### src/rtl/rxd_pkg.sv
package rxd_pkg;
  typedef enum logic [3:0] {
    S_STOP, S_ARMED, S_FETCH, S_CHECK, S_WAIT,
    S_RECV, S_FLUSH, S_WB_LEN, S_WB_STAT, S_NEXT
  } rxd_state_e;

  localparam logic [1:0] SEL_CTRL = 2'd0;
  localparam logic [1:0] SEL_STAT = 2'd1;
  localparam logic [1:0] SEL_QLO  = 2'd2;
  localparam logic [1:0] SEL_QHI  = 2'd3;

  localparam int OFF_BUF  = 0;
  localparam int OFF_NXLO = 8;
  localparam int OFF_NXHI = 12;
  localparam int OFF_CNT  = 16;
  localparam int OFF_CFG  = 20;

  localparam int CTL_GO = 15;
  localparam int OWN_BIT = 15;
  localparam int LAST_BIT = 31;

  function automatic logic [5:0] fetch_off(input logic [1:0] idx);
    case (idx)
      2'd0:    fetch_off = 6'(OFF_BUF);
      2'd1:    fetch_off = 6'(OFF_NXLO);
      2'd2:    fetch_off = 6'(OFF_NXHI);
      default: fetch_off = 6'(OFF_CFG);
    endcase
  endfunction
endpackage

### src/rtl/rxd_regs.sv
module rxd_regs #(
  parameter int DW = 32,
  parameter int NQ = 4
) (
  input  logic          clk,
  input  logic          rst_n,
  input  logic [1:0]    reg_addr,
  input  logic          reg_wr,
  input  logic [DW-1:0] reg_wdata,
  output logic [DW-1:0] reg_rdata,
  input  logic          eoq_set,
  input  logic          running,
  output logic          go,
  output logic [NQ-1:0] qen,
  output logic [DW-1:0] qlo,
  output logic          arm,
  output logic          eoq
);
  import rxd_pkg::*;

  logic          go_q, go_n;
  logic [NQ-1:0] qen_q, qen_n;
  logic [DW-1:0] qlo_q, qlo_n;
  logic          eoq_q, eoq_n;

  always_comb begin
    go_n  = go_q;
    qen_n = qen_q;
    qlo_n = qlo_q;
    eoq_n = eoq_q;
    if (reg_wr && reg_addr == SEL_CTRL) begin
      go_n  = reg_wdata[CTL_GO];
      qen_n = reg_wdata[NQ-1:0];
    end
    if (reg_wr && reg_addr == SEL_QLO) qlo_n = reg_wdata;
    if (reg_wr && reg_addr == SEL_STAT && reg_wdata[0]) eoq_n = 1'b0;
    if (eoq_set) eoq_n = 1'b1;
  end

  always_ff @(posedge clk or negedge rst_n) begin
    if (!rst_n) begin
      go_q  <= 1'b0;
      qen_q <= '0;
      qlo_q <= '0;
      eoq_q <= 1'b0;
    end else begin
      go_q  <= go_n;
      qen_q <= qen_n;
      qlo_q <= qlo_n;
      eoq_q <= eoq_n;
    end
  end

  always_comb begin
    reg_rdata = '0;
    case (reg_addr)
      SEL_CTRL: begin
        reg_rdata[CTL_GO]  = go_q;
        reg_rdata[NQ-1:0] = qen_q;
      end
      SEL_STAT: reg_rdata[0] = eoq_q;
      SEL_QLO:  reg_rdata = qlo_q;
      default:  reg_rdata[DW-1] = running;
    endcase
  end

  assign arm = reg_wr && (reg_addr == SEL_QHI) && reg_wdata[DW-1];
  assign go  = go_q;
  assign qen = qen_q;
  assign qlo = qlo_q;
  assign eoq = eoq_q;
endmodule

### src/rtl/rxd_packer.sv
module rxd_packer #(
  parameter int DW = 32,
  localparam int NB = DW / 8,
  localparam int LW = $clog2(NB)
) (
  input  logic          clk,
  input  logic          rst_n,
  input  logic          clr,
  input  logic          push,
  input  logic [7:0]    din,
  input  logic          flush,
  output logic          out_valid,
  output logic [DW-1:0] out_data,
  output logic [NB-1:0] out_be
);
  logic [LW-1:0] lane_q, lane_n;
  logic [DW-1:0] data_q, data_n, data_ins;
  logic [NB-1:0] be_q, be_n, be_ins;

  always_comb begin
    data_ins = data_q;
    be_ins   = be_q;
    for (int i = 0; i < NB; i++) begin
      if (LW'(i) == lane_q) begin
        data_ins[8*i +: 8] = din;
        be_ins[i]          = 1'b1;
      end
    end
  end

  always_comb begin
    lane_n    = lane_q;
    data_n    = data_q;
    be_n      = be_q;
    out_valid = 1'b0;
    out_data  = data_q;
    out_be    = be_q;
    if (clr) begin
      lane_n = '0;
      data_n = '0;
      be_n   = '0;
    end else if (push) begin
      if (lane_q == LW'(NB - 1)) begin
        out_valid = 1'b1;
        out_data  = data_ins;
        out_be    = be_ins;
        lane_n    = '0;
        data_n    = '0;
        be_n      = '0;
      end else begin
        lane_n = lane_q + 1'b1;
        data_n = data_ins;
        be_n   = be_ins;
      end
    end else if (flush) begin
      out_valid = |be_q;
      lane_n    = '0;
      data_n    = '0;
      be_n      = '0;
    end
  end

  always_ff @(posedge clk or negedge rst_n) begin
    if (!rst_n) begin
      lane_q <= '0;
      data_q <= '0;
      be_q   <= '0;
    end else begin
      lane_q <= lane_n;
      data_q <= data_n;
      be_q   <= be_n;
    end
  end
endmodule

### src/rtl/rxd_mport.sv
module rxd_mport #(
  parameter int AW = 32,
  parameter int DW = 32,
  localparam int NB = DW / 8
) (
  input  logic          clk,
  input  logic          rst_n,
  input  logic          issue,
  input  logic          we,
  input  logic [AW-1:0] addr,
  input  logic [DW-1:0] wdata,
  input  logic [NB-1:0] be,
  output logic          busy,
  output logic          mem_req,
  output logic          mem_we,
  output logic [AW-1:0] mem_addr,
  output logic [DW-1:0] mem_wdata,
  output logic [NB-1:0] mem_be,
  input  logic          mem_ack
);
  logic          req_q, req_n;
  logic          we_q, we_n;
  logic [AW-1:0] addr_q, addr_n;
  logic [DW-1:0] wd_q, wd_n;
  logic [NB-1:0] be_q, be_n;
  logic          load;

  assign load = issue && !req_q;

  always_comb begin
    req_n  = req_q;
    we_n   = we_q;
    addr_n = addr_q;
    wd_n   = wd_q;
    be_n   = be_q;
    if (load) begin
      req_n  = 1'b1;
      we_n   = we;
      addr_n = addr;
      wd_n   = we ? wdata : '0;
      be_n   = we ? be : '0;
    end else if (req_q && mem_ack) begin
      req_n = 1'b0;
    end
  end

  always_ff @(posedge clk or negedge rst_n) begin
    if (!rst_n) begin
      req_q  <= 1'b0;
      we_q   <= 1'b0;
      addr_q <= '0;
      wd_q   <= '0;
      be_q   <= '0;
    end else begin
      req_q  <= req_n;
      we_q   <= we_n;
      addr_q <= addr_n;
      wd_q   <= wd_n;
      be_q   <= be_n;
    end
  end

  assign busy      = req_q;
  assign mem_req   = req_q;
  assign mem_we    = we_q;
  assign mem_addr  = addr_q;
  assign mem_wdata = wd_q;
  assign mem_be    = be_q;
endmodule

### src/rtl/rx_desc_dma.sv
module rx_desc_dma #(
  parameter int AW      = 32,
  parameter int DW      = 32,
  parameter int NQ      = 4,
  parameter int CNT_W   = 16,
  parameter int MIN_LEN = 64,
  localparam int NB     = DW / 8
) (
  input  logic          clk,
  input  logic          rst_n,
  input  logic [1:0]    reg_addr,
  input  logic          reg_wr,
  input  logic [DW-1:0] reg_wdata,
  output logic [DW-1:0] reg_rdata,
  input  logic          rx_valid,
  input  logic [7:0]    rx_data,
  input  logic          rx_sof,
  input  logic          rx_eof,
  input  logic          rx_err,
  output logic          mem_req,
  output logic          mem_we,
  output logic [AW-1:0] mem_addr,
  output logic [DW-1:0] mem_wdata,
  output logic [NB-1:0] mem_be,
  input  logic [DW-1:0] mem_rdata,
  input  logic          mem_ack
);
  import rxd_pkg::*;

  rxd_state_e     state_q, state_n;
  logic [AW-1:0]  cur_q, cur_n, buf_q, buf_n, nxt_q, nxt_n;
  logic           last_q, last_n, own_q, own_n;
  logic [CNT_W-1:0] size_q, size_n, stored_q, stored_n, total_q, total_n, woff_q, woff_n;
  logic [1:0]     fidx_q, fidx_n;
  logic           crc_q, crc_n, max_q, max_n, ovr_q, ovr_n, disc_q, disc_n;

  logic           go, arm, eoq, eoq_set, en_ok, running;
  logic [NQ-1:0]  qen;
  logic [AW-1:0]  qlo;
  logic           busy, mp_issue, mp_we;
  logic [AW-1:0]  mp_addr;
  logic [DW-1:0]  mp_wdata;
  logic [NB-1:0]  mp_be;
  logic           byte_acc, store_ok, pk_flush, pk_clr, pk_valid;
  logic [DW-1:0]  pk_data;
  logic [NB-1:0]  pk_be;
  logic           short_f, bad_f;
  logic [DW-1:0]  stat_word;

  assign en_ok   = go && qen[0];
  assign running = (state_q != S_STOP);

  rxd_regs #(.DW(DW), .NQ(NQ)) u_regs (
    .clk, .rst_n, .reg_addr, .reg_wr, .reg_wdata, .reg_rdata,
    .eoq_set, .running, .go, .qen, .qlo, .arm, .eoq
  );

  rxd_packer #(.DW(DW)) u_pack (
    .clk, .rst_n, .clr(pk_clr), .push(store_ok), .din(rx_data),
    .flush(pk_flush), .out_valid(pk_valid), .out_data(pk_data), .out_be(pk_be)
  );

  rxd_mport #(.AW(AW), .DW(DW)) u_mport (
    .clk, .rst_n, .issue(mp_issue), .we(mp_we), .addr(mp_addr),
    .wdata(mp_wdata), .be(mp_be), .busy,
    .mem_req, .mem_we, .mem_addr, .mem_wdata, .mem_be, .mem_ack
  );

  assign byte_acc = rx_valid &&
                    ((state_q == S_RECV) || (state_q == S_WAIT && rx_sof && en_ok));
  assign store_ok = byte_acc && !disc_q && (stored_q < size_q);
  assign pk_flush = (state_q == S_FLUSH) && !busy;
  assign pk_clr   = (state_q == S_CHECK);

  assign short_f = (total_q < CNT_W'(MIN_LEN));
  assign bad_f   = short_f | crc_q | max_q | ovr_q;

  always_comb begin
    stat_word = '0;
    stat_word[DW-1:16] = size_q;
    stat_word[12] = crc_q;
    stat_word[11] = max_q;
    stat_word[9]  = ovr_q;
    stat_word[8]  = bad_f;
    stat_word[4]  = short_f;
    stat_word[1]  = 1'b1;
    stat_word[0]  = 1'b1;
  end

  always_comb begin
    state_n  = state_q;
    cur_n    = cur_q;
    buf_n    = buf_q;
    nxt_n    = nxt_q;
    last_n   = last_q;
    own_n    = own_q;
    size_n   = size_q;
    fidx_n   = fidx_q;
    stored_n = stored_q;
    total_n  = total_q;
    woff_n   = woff_q;
    crc_n    = crc_q;
    max_n    = max_q;
    ovr_n    = ovr_q;
    disc_n   = disc_q;
    eoq_set  = 1'b0;
    mp_issue = 1'b0;
    mp_we    = 1'b0;
    mp_addr  = '0;
    mp_wdata = '0;
    mp_be    = '0;

    case (state_q)
      S_STOP: if (arm) begin
        cur_n   = qlo;
        state_n = S_ARMED;
      end
      S_ARMED: if (en_ok) begin
        fidx_n  = '0;
        state_n = S_FETCH;
      end
      S_FETCH: begin
        mp_addr  = cur_q + AW'(fetch_off(fidx_q));
        mp_issue = !busy;
        if (mem_ack) begin
          case (fidx_q)
            2'd0: buf_n = mem_rdata;
            2'd1: nxt_n = mem_rdata;
            2'd2: last_n = mem_rdata[LAST_BIT];
            default: begin
              size_n = mem_rdata[DW-1:16];
              own_n  = mem_rdata[OWN_BIT];
            end
          endcase
          fidx_n = fidx_q + 1'b1;
          if (fidx_q == 2'd3) state_n = S_CHECK;
        end
      end
      S_CHECK: begin
        stored_n = '0;
        total_n  = '0;
        woff_n   = '0;
        crc_n    = 1'b0;
        max_n    = 1'b0;
        ovr_n    = 1'b0;
        disc_n   = 1'b0;
        if (!own_q) begin
          eoq_set = 1'b1;
          state_n = S_STOP;
        end else begin
          state_n = S_WAIT;
        end
      end
      S_WAIT: if (byte_acc) state_n = rx_eof ? S_FLUSH : S_RECV;
      S_RECV: if (byte_acc && rx_eof) state_n = S_FLUSH;
      S_FLUSH: if (!busy) state_n = S_WB_LEN;
      S_WB_LEN: if (!busy) begin
        mp_issue = 1'b1;
        mp_we    = 1'b1;
        mp_addr  = cur_q + AW'(OFF_CNT);
        mp_wdata = DW'(stored_q);
        mp_be    = NB'(2'b11);
        state_n  = S_WB_STAT;
      end
      S_WB_STAT: if (!busy) begin
        mp_issue = 1'b1;
        mp_we    = 1'b1;
        mp_addr  = cur_q + AW'(OFF_CFG);
        mp_wdata = stat_word;
        mp_be    = '1;
        state_n  = S_NEXT;
      end
      S_NEXT: if (!busy) begin
        if (last_q) begin
          eoq_set = 1'b1;
          state_n = S_STOP;
        end else begin
          cur_n   = nxt_q;
          fidx_n  = '0;
          state_n = S_FETCH;
        end
      end
      default: state_n = S_STOP;
    endcase

    if (byte_acc) begin
      crc_n = crc_q | rx_err;
      if (total_q != '1) total_n = total_q + 1'b1;
      if (store_ok) begin
        stored_n = stored_q + 1'b1;
      end else if (!disc_q) begin
        max_n  = 1'b1;
        disc_n = 1'b1;
      end
    end

    if (pk_valid) begin
      if (busy) begin
        ovr_n    = 1'b1;
        disc_n   = 1'b1;
        stored_n = stored_q - CNT_W'(NB - 1);
      end else begin
        mp_issue = 1'b1;
        mp_we    = 1'b1;
        mp_addr  = buf_q + AW'({woff_q, 2'b00});
        mp_wdata = pk_data;
        mp_be    = pk_be;
        woff_n   = woff_q + 1'b1;
      end
    end
  end

  always_ff @(posedge clk or negedge rst_n) begin
    if (!rst_n) begin
      state_q  <= S_STOP;
      cur_q    <= '0;
      buf_q    <= '0;
      nxt_q    <= '0;
      last_q   <= 1'b0;
      own_q    <= 1'b0;
      size_q   <= '0;
      fidx_q   <= '0;
      stored_q <= '0;
      total_q  <= '0;
      woff_q   <= '0;
      crc_q    <= 1'b0;
      max_q    <= 1'b0;
      ovr_q    <= 1'b0;
      disc_q   <= 1'b0;
    end else begin
      state_q  <= state_n;
      cur_q    <= cur_n;
      buf_q    <= buf_n;
      nxt_q    <= nxt_n;
      last_q   <= last_n;
      own_q    <= own_n;
      size_q   <= size_n;
      fidx_q   <= fidx_n;
      stored_q <= stored_n;
      total_q  <= total_n;
      woff_q   <= woff_n;
      crc_q    <= crc_n;
      max_q    <= max_n;
      ovr_q    <= ovr_n;
      disc_q   <= disc_n;
    end
  end
endmodule

### config.mk
export PLATFORM = sky130hd
export DESIGN_NAME = rx_desc_dma
export DESIGN_NICKNAME = d
export VERILOG_FILES = /design/src/rtl/rxd_pkg.sv /design/src/rtl/rxd_regs.sv /design/src/rtl/rxd_packer.sv /design/src/rtl/rxd_mport.sv /design/src/rtl/rx_desc_dma.sv
export SDC_FILE = /design/constraint.sdc
export NUM_CORES = 1
export LEC_CHECK = 0
export BUFFER_PORTS_ARGS = -buffer_cell sky130_fd_sc_hd__buf_4
export CAP_MARGIN = 20
export CELL_PAD_IN_SITES_DETAIL_PLACEMENT = 1
export CELL_PAD_IN_SITES_GLOBAL_PLACEMENT = 2
export CORE_ASPECT_RATIO = 0.8
export CORE_MARGIN = 2
export CORE_UTILIZATION = 38
export DETAILED_ROUTE_END_ITERATION = 7
export GPL_TIMING_DRIVEN = 0
export PLACE_DENSITY_LB_ADDON = 0.1
export SLEW_MARGIN = 25
export SYNTH_ARGS = -nofsm -noshare
export SYNTH_HDL_FRONTEND = slang
export SYNTH_SLANG_ARGS = --single-unit
### constraint.sdc
create_clock -name clk -period 4.1 [get_ports clk]
set_clock_uncertainty 0.15 [all_clocks]
set_input_delay 0 -clock clk [delete_from_list [all_inputs] [get_ports clk]]
set_output_delay 0 -clock clk [all_outputs]
set_load 0.02 [all_outputs]
Word level (Yosys, flattened, before mapping). Cells that the tools add are included.

Register bits after elaboration: 318. Latch bits: 0. Bits in writable memories: 0. ROM bits: 0. Bits of input ports: 82. Output and inout bits: 102. Logic and storage cells: 235. Memories: 0.

Add/subtract/negate cells: 10. Multipliers: 0. Div/mod/pow operators: 0. $lt $le $gt $ge: 2. Equality and inequality tests: 31. Shifts and indexed selects: 0. Multiplexer cells: 119. Bitwise logic cells: 5. Reductions and logical operators: 41.

Operators by type and width (count): $mux W32 (18); $mux W16 (12); $pmux W32 S2 (2); $pmux W32 S3 (1); $mux W4 (21); $add A32 B5 Y32 const B (2); $add A16 B1 Y16 const B (3); $pmux W4 S10 (1); $mux W1 (36); $add A32 B18 Y32 (1); $add A32 B6 Y32 (1); $mux W8 (4); $mux W2 (11); $ne A2 B2 Y1 const B (10); $eq A4 B3 Y1 const B (4); $logic_and A1 B1 Y1 (16); $lt A16 B16 Y1 (1); $lt A16 B7 Y1 const B (1); $ne A16 B16 Y1 const B (1); $sub A16 B2 Y16 const B (1); $mux W15 (1); $pmux W5 S3 (1); $reduce_and A3 Y1 (4); $mux W11 (1); other kinds (31) (54).

Logic depth before layout (Yosys ltp).
Depth after elaboration: 12. Depth in mapped cells: 14.

By module. A second synthesis with hierarchy kept.

Cells, all modules: 1830. Area, all modules: 18586.6 µm².

By module, submodules not included: rx_desc_dma (times used 1, cells each 1316, area each 11762.5 µm², seq. area each 4304.1 µm²); rxd_mport (times used 1, cells each 227, area each 2879.0 µm², seq. area each 1751.7 µm²); rxd_packer (times used 1, cells each 161, area each 2083.2 µm², seq. area each 950.9 µm²); rxd_regs (times used 1, cells each 126, area each 1861.8 µm², seq. area each 950.9 µm²).

Least setup slack after synthesis. No wires, ideal clock.

Path type: register to register. Start: register fidx_q[0]. End: register u_mport.addr_q[16], in the netlist u_mport.mem_addr[16]. Arrival: 2675 ps. Setup slack: 1141 ps. Cell stages (with the launch flop): 15. Path buffers: 0. Clock period less this slack: 2959 ps. Path through: dfrtp_1 inv_1 ha_1 or2_2 ha_1 inv_1 fa_1 nor2b_1 o2111ai_1 nor2_1 nand3_1 xnor2_1 a221o_1 a22oi_1 o21ai_0.

Longest elaborated chain between the ends: 7. Elaborated cells on any way between the ends: 9.

RTL lines: start: declaration (RTL line rx_desc_dma.sv:34) `logic [1:0] fidx_q, fidx_n;`; start signal: assignment (RTL line rx_desc_dma.sv:238) `fidx_q <= fidx_n;`; $eq A2 B2 Y1 (tied with other cells) (RTL line rxd_pkg.sv:23) `case (idx)`; $pmux W5 S3 * (RTL line rxd_pkg.sv:23); $mux W6 * (RTL line rx_desc_dma.sv:113) `case (state_q)`; $add A32 B6 Y32 * (RTL line rx_desc_dma.sv:123) `mp_addr = cur_q + AW'(fetch_off(fidx_q));`; $pmux W32 S3 * (RTL line rx_desc_dma.sv:113); $mux W32 (RTL line rx_desc_dma.sv:198) `if (busy) begin`; $mux W32 * (RTL line rx_desc_dma.sv:197) `if (pk_valid) begin`; end signal: assignment (RTL line rxd_mport.sv:57) `addr_q <= addr_n;`; end: declaration (RTL line rxd_mport.sv:23) `logic [AW-1:0] addr_q, addr_n;`.

Mark *: on every way between the ends. The rest lies on a longest branch, timed or not. The select of a mux whose other input is x is not followed. A chain may end at the register's enable or synchronous reset.

Final worst setup path.
Start: register state_q[1]. End: register u_mport.addr_q[14], in the netlist u_mport.mem_addr[14].

Longest elaborated chain between the ends: 11. Elaborated cells on any way between the ends: 25.

RTL lines: start: declaration (RTL line rx_desc_dma.sv:30) `rxd_state_e state_q, state_n;`; start signal: assignment (RTL line rx_desc_dma.sv:231) `state_q <= state_n;`; $eq A4 B3 Y1 (RTL line rx_desc_dma.sv:70) `((state_q == S_RECV) || (state_q == S_WAIT && rx_sof && en_ok));`; $logic_and A1 B1 Y1 (2 in series) (RTL line rx_desc_dma.sv:70); $logic_or A1 B1 Y1 (RTL line rx_desc_dma.sv:70); $logic_and A1 B1 Y1 (RTL line rx_desc_dma.sv:69) `assign byte_acc = rx_valid &&`; $logic_and A1 B1 Y1 (2 in series) (RTL line rx_desc_dma.sv:71) `assign store_ok = byte_acc && !disc_q && (stored_q < size_q);`; $mux W1 (RTL line rxd_packer.sv:42) `end else if (push) begin`; $mux W1 (RTL line rxd_packer.sv:38) `if (clr) begin`; $mux W1 (RTL line rx_desc_dma.sv:197); $logic_and A1 B1 Y1 (RTL line rxd_mport.sv:28) `assign load = issue && !req_q;`.

Parallel ways exist; a longest one is shown, timed or not.

==> impl_metrics.py <==
metrics = {
    "worst_setup_path": {
        "r2r.worst_path.cells": 7,
        "crit_path_end_kind": "flop",
        "crit_path_end": "u_mport.mem_addr[14]$_DFFE_PN0P_",
        "worstSetupPathType": "reg -> reg",
        "arrival_ps": 4250,
        "required_ps": 4420,
        "reg2reg_to": "u_mport.mem_addr[14]$_DFFE_PN0P_",
        "path_max_fanout": 10,
        "cp-start-kind": "flop",
        "r2r_slack_ps": 170,
        "setup.worst_path.start": "state_q[1]$_DFFE_PN0P_",
        "r2r-start": "state_q[1]$_DFFE_PN0P_",
    },
    "timing": {
        "postLayoutSetupSlackWorst_ps": 171,
        "fin_crit_sh_pct": 95.8,
        "relSlewSlack_pct": 32.5,
        "grt_setup_unrepaired": "no",
        "slew_violations": 0,
        "tightestPinTransition_ps": 1010,
        "setup_viol": 0,
        "layout_min_cycle_time_ps": 3930,
        "fmax_ghz": 0.255,
        "final_hold_viol_count": 0,
    },
    "floorplan": {
        "dieHeight_microns": 196,
        "start_util_pct": 38.3,
        "placementRows": 70,
        "core_area_sq_um": 45500,
        "die_w_microns": 244,
        "die_area_sq_um": 47600,
        "io_pins": 184,
    },
    "drt": {
        "postRouteAntennaNets": 0,
        "num_vias": 15700,
        "drc_errors": 0,
        "wirelength_microns": 67800,
        "wl_per_cell_microns": 25.1,
        "drt-pass1-iter-count": 5,
        "dr.first_iter.drc_count": 1100,
        "viasPerCell": 5.82,
    },
    "yosys": {
        "yosysSeqAreaShare_pct": 45.6,
        "synthTopCellsByArea": "dfrtp_1 (46%), mux2_2 (7.7%), mux2i_1 (4.8%)",
        "yosysUniqueCellTypes": 79,
        "syn_inst": 1750,
        "yosys.area.top_type": "dfrtp_1",
        "synth_edf_count": 0,
        "synth_top_area_share_pct": 45.6,
        "synth_ff_type": "dfrtp_1",
        "yosys_warnings": 0,
        "ys_async_sr_fraction_pct": 100,
        "synth_area_sq_um": 17400,
        "synth_seq_cells": 318,
        "syn_area_per_cell_sq_um": 9.97,
        "synth_nets": 1882,
    },
    "clock_tree": {
        "clk-insertion-delay-late_ps": 580,
        "cts_buffers": 37,
        "cts.sinks": 318,
        "cts_setup_buffers": 0,
        "cts_max_path_buffers": 3,
        "cts_tree": "yes",
        "clk_pin_slew_ps": 60,
        "htreeDepth": 2,
        "cts_root_buf": "clkbuf_16",
    },
    "power_and_ir_drop": {
        "p_total_mw": 14.1,
        "ir_drop_mv": 0.349,
        "leakage_nw": 9.50,
        "powerDensity_nw_per_um2": 644,
    },
    "outcome": {
        "status": "finished clean",
    },
    "min_path": {
        "hold_depth": 3,
        "min_path_type": "in -> reg",
    },
    "global_route": {
        "antenna_found_initial": 0,
        "use_met1_pct": 44.1,
        "use_met2_pct": 42.6,
        "overflow": 0,
        "grt_pass1_vias": 15900,
        "grt_pass1_wl_microns": 103000,
        "grt_util_met3_pct": 3.55,
        "grt_busiest_layer": "met1",
        "grt_usage_pct": 28.5,
        "grt_max_degree": 87,
    },
    "placement": {
        "dp_hpwl_microns": 50900,
        "place_ws_ps": 88.6,
        "place.gp.congestion": 0.895,
        "io_buffers": 182,
    },
    "final_layout": {
        "drive_gt1_share_pct": 19.8,
        "area_growth_pct": 25.3,
        "final_common_cell": "dfrtp_1",
        "final_nets": 2187,
        "final_cell_mix": "dfrtp_1 (318), buf_4 (183), a21oi_1 (131)",
        "n_antenna_cell": 0,
    },
    "run": {
        "cap_violations": 0,
    },
}
==> where the power goes <==
group          switching, mW  leakage, nW  internal [mW]
sequential             0.960         4.09           4.05
combinational           3.41         4.75           2.06
clock                   1.43        0.651           2.16
==> metal layers <==
layer | wire [microns] | vias up
met4 | 945 | 0
met5 | 0 | -
met2 | 29300 | 438
met1 | 34000 | 8117
met3 | 3500 | 65
li1 | - | 7077
==> worst min path at each step <==
stage | end | start | slack, ps
floorplan | buf_q[0]$_DFFE_PN0P_ | rst_n | -450
global placement | u_mport.busy$_DFFE_PN0P_ | mem_ack | 70
detailed placement | u_regs.qlo[4]$_DFFE_PN0P_ | rst_n | -260
CTS | u_mport.busy$_DFFE_PN0P_ | mem_ack | 20
global route | u_regs.qlo[29]$_DFFE_PN0P_ | reg_wdata[29] | 50
finish | u_mport.busy$_DFFE_PN0P_ | mem_ack | 30
==> worst max-delay path: stages, from the launching register on <==
cell and delay, ps:
dfrtp_1 360, clkbuf_1 210, or4b_2 700, nor2_1 480, clkbuf_1 750, buf_1 720
a211oi_1 230, o22ai_1 220
==> timing repair <==
item	CTS	global route
endpoints found under the hold margin	500	0
resized for setup	0	5
endpoints found under the setup margin	0	12
hold buffers	80	0
==> kinds of logic after synthesis <==
family	synth area share, %
AO/OA/AOI/OAI	18.4
XOR/XNOR	2.11
adder cells (fa/ha/maj)	3.67
buffers and inverters	3.64
flip-flops	45.6
multiplexers	12.6
AND/OR/NAND/NOR	14.0
==> stage by stage <==
stage          TNS [ps]  instance area, sq um  utilization (%)  cells  hold WS [ps]
2_1_floorplan         0                 17400                -   1750          -446
5_1_grt               0                 21900             48.0   2695          52.1
4_1_cts               0                 21800             48.0   2695          20.0
3_3_place_gp     -61470                 19600             43.0   2544          70.5
6_report              0                 21900             48.0   2695          31.4
3_5_place_dp          0                 19700             43.3   2548          -255
==> registers in the layout, summed over array words and instances (netlist names), 16 cells and up <==
register	flops
woff_q	16
cur_q	32
stored_q	16
u_regs.qlo	32
u_mport.mem_addr	32
size_q	16
u_pack.data_q	32
buf_q	32
nxt_q	32
u_mport.mem_wdata	32
total_q	16
==> Yosys cell counts (all sizes together), types with 38 or more instances <==
master / number
mux2: 120
and2: 38
o21ai: 138
nand2: 104
inv: 40
mux2i: 84
clkbuf: 88
ha: 48
a21oi: 133
nor2: 125
nand3: 39
dfrtp: 318
==> layout make-up <==
cell class,instances,area [sq um]
fill,5103,23700
multi-input combinational,1274,8880
sequential,318,7960
timing repair buffer,266,2290
clock buffer,53,1080
tap,612,766
buffer,117,482
clock inverter,14,246
inverter,41,154
No activity file was read; power rests on OpenSTA's default activity.
